===== src/rtl/oets_sorter.sv =====
module oets_sorter #(
  parameter int N = 6,
  parameter int W = 4
) (
  input  logic         clk,
  input  logic         rst,
  input  logic         ready,
  input  logic [N*W-1:0] din,
  output logic [N*W-1:0] dout,
  output logic         done
);
  localparam int SW = W + $clog2(N) + 1;

  logic [W-1:0] v  [N];
  logic [W-1:0] nx [N];
  logic [N-2:0] gt, sw;
  logic         odd;
  logic         load;

  assign load = ready & done;
  assign done = ~|gt;

  for (genvar j = 0; j < N - 1; j++) begin : g_pair
    assign gt[j] = v[j] > v[j+1];
    assign sw[j] = gt[j] && ((((j % 2) == 1) ? 1'b1 : 1'b0) == odd);
  end

  for (genvar i = 0; i < N; i++) begin : g_elem
    if (i == 0) begin : g_first
      assign nx[i] = sw[0] ? v[1] : v[0];
    end else if (i == N - 1) begin : g_last
      assign nx[i] = sw[N-2] ? v[N-2] : v[i];
    end else begin : g_mid
      assign nx[i] = sw[i] ? v[i+1] : (sw[i-1] ? v[i-1] : v[i]);
    end
    assign dout[i*W +: W] = v[i];
  end

  always_ff @(posedge clk) begin
    if (rst) begin
      for (int i = 0; i < N; i++) v[i] <= '0;
      odd <= 1'b0;
    end else if (load) begin
      for (int i = 0; i < N; i++) v[i] <= din[i*W +: W];
      odd <= 1'b0;
    end else begin
      if (!done)
        for (int i = 0; i < N; i++) v[i] <= nx[i];
      odd <= ~odd;
    end
  end

  logic [SW-1:0] sum;
  always_comb begin
    sum = '0;
    for (int i = 0; i < N; i++) sum = sum + SW'(v[i]);
  end

  p_reset_r1: assert property (@(posedge clk) disable iff (rst)
    $past(rst) |-> (dout == '0) && done);

  p_load_r2: assert property (@(posedge clk) disable iff (rst)
    (ready && done) |=> dout == $past(din));

  p_busy_ignore_r3: assert property (@(posedge clk) disable iff (rst)
    !done |=> sum == $past(sum));

  p_odd_ends_r5: assert property (@(posedge clk) disable iff (rst)
    (!done && odd) |=> $stable(dout[W-1:0]) && $stable(dout[N*W-1 -: W]));

  p_hold_r8: assert property (@(posedge clk) disable iff (rst)
    (done && !ready) |=> $stable(dout));
endmodule


===== config.mk =====
export PLATFORM = sky130hd
export DESIGN_NAME = oets_sorter
export DESIGN_NICKNAME = d
export VERILOG_FILES = /design/src/rtl/oets_sorter.sv
export SDC_FILE = /design/constraint.sdc
export NUM_CORES = 1
export LEC_CHECK = 0
export BUFFER_PORTS_ARGS = -buffer_cell sky130_fd_sc_hd__buf_4
export CORE_ASPECT_RATIO = 0.75
export CORE_MARGIN = 1
export CORE_UTILIZATION = 30
export CTS_BUF_LIST = sky130_fd_sc_hd__clkbuf_8
export CTS_CLUSTER_DIAMETER = 150
export DETAILED_ROUTE_END_ITERATION = 10
export GPL_TIMING_DRIVEN = 0
export SYNTH_ARGS = -nofsm -noshare
export SYNTH_HDL_FRONTEND = slang
export SYNTH_SLANG_ARGS = --single-unit

===== constraint.sdc =====
create_clock -name clk -period 2.69 [get_ports clk]
set_input_delay 0.538 -clock clk [delete_from_list [all_inputs] [get_ports clk]]
set_output_delay 0.538 -clock clk [all_outputs]
set_load 0.02 [all_outputs]

==> metrics.txt <==
share of post-route cells with drive strength above 1=32.8%; async set-reset flop share out of synthesis=0%; site row count=26; first-pass GRT wire length=10.6 mm; timing-limited maximum frequency=340 MHz; number of buffers between clock root and the deepest sink=2; Final GP Congestion=0.821; RSZ-0062 raised after global routing=true; actual transition at the worst max-transition pin=632 ps; register area=741 sq um; clock buffers created by TritonCTS=3; PnR worst setup slack=-248 ps; number of primary I/O pins=52; starting density of the core=31.2%; Post-CTS Hold Buffers=0; worst slew margin relative to its limit=57.9%; total DRC errors in the routed layout=0; Final HPWL DP=5.09 mm; most repeated cell in the gate-level netlist after synthesis=sky130_fd_sc_hd__nand2_1; worst path arrival time=2990 ps; unique cell type count in the Yosys netlist=40; number of failing hold endpoints at the final stage=0; cell occurring most often along the worst timing path=sky130_fd_sc_hd__or3_4; Post-DRT Antenna Nets=0; layout filler cell count=683; Avg Synthesized Cell Area=9.20 sq um; crit-path leading delay family=simple AND/OR/NAND/NOR gates; flip-flop cell with the highest count after synthesis=sky130_fd_sc_hd__edfxtp_1; area of the core=6860 sq um; top cells by count, synth=34 x sky130_fd_sc_hd__nand2_1, 24 x sky130_fd_sc_hd__edfxtp_1, 22 x sky130_fd_sc_hd__mux2i_1, 21 x sky130_fd_sc_hd__inv_1, 20 x sky130_fd_sc_hd__ha_1; Final period util=109%; Worst Setup End Kind=flop; vias in the first global route=2001; maximum number of pins on one net before global-route repair=17; DIE WIDTH=99.6 um; critical-path cell with the highest stage delay=sky130_fd_sc_hd__edfxtp_1; reported max-cap violation count=0; cell area after synthesis=2140 sq um; count of port buffers added during placement=51; area of combinational cells with multiple inputs=1350 sq um; die outline height=75.2 um; type of origin of the critical path=flop; number of detailed-route iterations in the first pass=4; clock period minus worst slack=2940 ps; cell taking the most area after synthesis=sky130_fd_sc_hd__edfxtp_1; synth warn=0; # diodes=0; final core utilization=44.1%; largest cells by area after synthesis=sky130_fd_sc_hd__edfxtp_1 34%, sky130_fd_sc_hd__ha_1 12%, sky130_fd_sc_hd__mux2i_1 10%; critical path class=reg2reg; GRT Residual Overflow=0; clock root buffer=sky130_fd_sc_hd__clkbuf_8; Worst Path Max Fanout=5; Setup Skew=4.99 ps; clock transition at the registers of the reported paths=100 ps; synthesis-stage register bit count=25; clk sinks=25; Critical path buffers and inverters=4; nets=356; fraction of synthesized cell area taken by the top area cell type=33.6%; Final Slew Violations=0; DRT iter0 DRCs=177; post-placement worst setup slack=-267 ps; number of enable flip-flop cells after synthesis=24; TritonCTS clock tree=yes; area of the die=7490 sq um; clock latency at the later pin of the worst-skew pair=280 ps; gr usage total=19.2%; H-Tree Depth=1; Synthesized Nets=280; final count of negative-setup-slack endpoints=33; wire length after detailed routing=6.87 mm; vias per inst=5.08; type of the tightest min-delay check=in2reg; Layout area overhead=41.3%; sequential cell area fraction in the yosys report=34.6%; slowest cell delay on critical path=490 ps; violations in the final reports=setup timing; count of vias placed by the detailed router=2063; number of instances in the synthesized netlist=233; required time worst endpoint=2740 ps; Avg WL per Cell=16.9 um; antenna violations before repair=0; series of cell instances along the critical path=inv_2, ha_4, or3_4, o311a_4, a22o_4, or3_4, buf_4, buf_6, bufbuf_16, a31o_1; status=finished, violations left
final cells by class:
class / count / share of cell area (%)
multi-input combinational: 171 / 44.7
sequential: 25 / 24.5
timing repair buffer: 72 / 19.5
tap: 98 / 4.05
inverter: 22 / 2.97
buffer: 14 / 2.64
clock buffer: 3 / 1.36
clock inverter: 1 / 0.289
stage by stage:
stage | hold slack (ps) | instance area, sq um | std cells | TNS [ps]
after floorplan | 638 | 2170 | 233 | -561
after global placement | 705 | 2670 | 382 | -3880
after detailed placement | 716 | 2670 | 382 | -4770
after CTS | 509 | 3010 | 405 | -6220
after global routing | 520 | 3030 | 406 | -6000
final | 516 | 3030 | 406 | -3050
flip-flops by register name, summed over array words and instances, names as in the netlist:
signal	cells
odd	1
v	24
worst register-to-register path: cells and delay by family (launching register included):
kind / cells / cell delay [ps]
buffers and inverters: 4 / 700
AOI/OAI and AO/OA: 3 / 590
adders and majority gates: 1 / 200
and+or+nand+nor: 2 / 730
DFF: 1 / 490
placed cells by master, fill, tap and decap left out, types with 2 or more instances in the layout:
cell / n
sky130_fd_sc_hd__ha_4: 2
sky130_fd_sc_hd__or3_4: 2
sky130_fd_sc_hd__inv_2: 3
sky130_fd_sc_hd__mux2i_4: 3
sky130_fd_sc_hd__buf_6: 5
sky130_fd_sc_hd__inv_1: 18
sky130_fd_sc_hd__a211o_4: 2
sky130_fd_sc_hd__buf_4: 65
sky130_fd_sc_hd__a31o_1: 8
sky130_fd_sc_hd__nand3_1: 8
sky130_fd_sc_hd__a31o_2: 3
sky130_fd_sc_hd__nand2_1: 34
sky130_fd_sc_hd__a21o_1: 3
sky130_fd_sc_hd__nand3b_1: 2
sky130_fd_sc_hd__and4_1: 3
sky130_fd_sc_hd__nand4_1: 3
sky130_fd_sc_hd__mux2i_1: 19
sky130_fd_sc_hd__clkbuf_8: 3
sky130_fd_sc_hd__or2_2: 2
sky130_fd_sc_hd__edfxtp_1: 24
sky130_fd_sc_hd__nor4_1: 11
sky130_fd_sc_hd__nor3_1: 4
sky130_fd_sc_hd__nor2b_1: 4
sky130_fd_sc_hd__nor2_1: 5
sky130_fd_sc_hd__or2_1: 2
sky130_fd_sc_hd__and2_1: 2
sky130_fd_sc_hd__o21ai_0: 12
sky130_fd_sc_hd__buf_8: 2
sky130_fd_sc_hd__a31oi_1: 2
sky130_fd_sc_hd__ha_1: 18
sky130_fd_sc_hd__a211oi_1: 2
sky130_fd_sc_hd__clkbuf_1: 12
cells by family after synthesis:
group	Yosys count	synth area share [%]
AND/OR/NAND/NOR	86	20.4
AO/OA/AOI/OAI	43	15.5
buffers and inverters	37	7.53
flip-flops	25	34.6
multiplexers	22	10.3
adder cells (fa/ha/maj)	20	11.7
timing repair:
action,CTS,global route
endpoints found under the setup margin,33,49
buffers inserted,18,3
cloned,1,0
pin swaps,5,2
hold endpoints to repair,0,0
gates resized for setup,26,3
routing by layer:
metal,wire [um],part of all wire [%],vias up,track usage (%)
met1,3320,48,975,27.9
met3,509,7.4,6,3.16
li1,-,-,1012,-
met4,57,0.83,0,2.61
met5,0,0,-,0
met2,2980,43,70,30.8
worst paths after layout:
check / slack [ps] / startpoint / to / cells after the start
hold reg to reg: 730 / v[0][4] / v[0][0] / 2
setup / recovery: -250 / v[0][18] / v[0][15] / 10
hold / removal: 520 / ready / odd / 2
setup reg to reg: -250 / v[0][18] / v[0][15] / 10
Power is left out: the tool's default activity adds up to more than one toggle a clock period on the data nets, which glitch-free logic cannot reach.
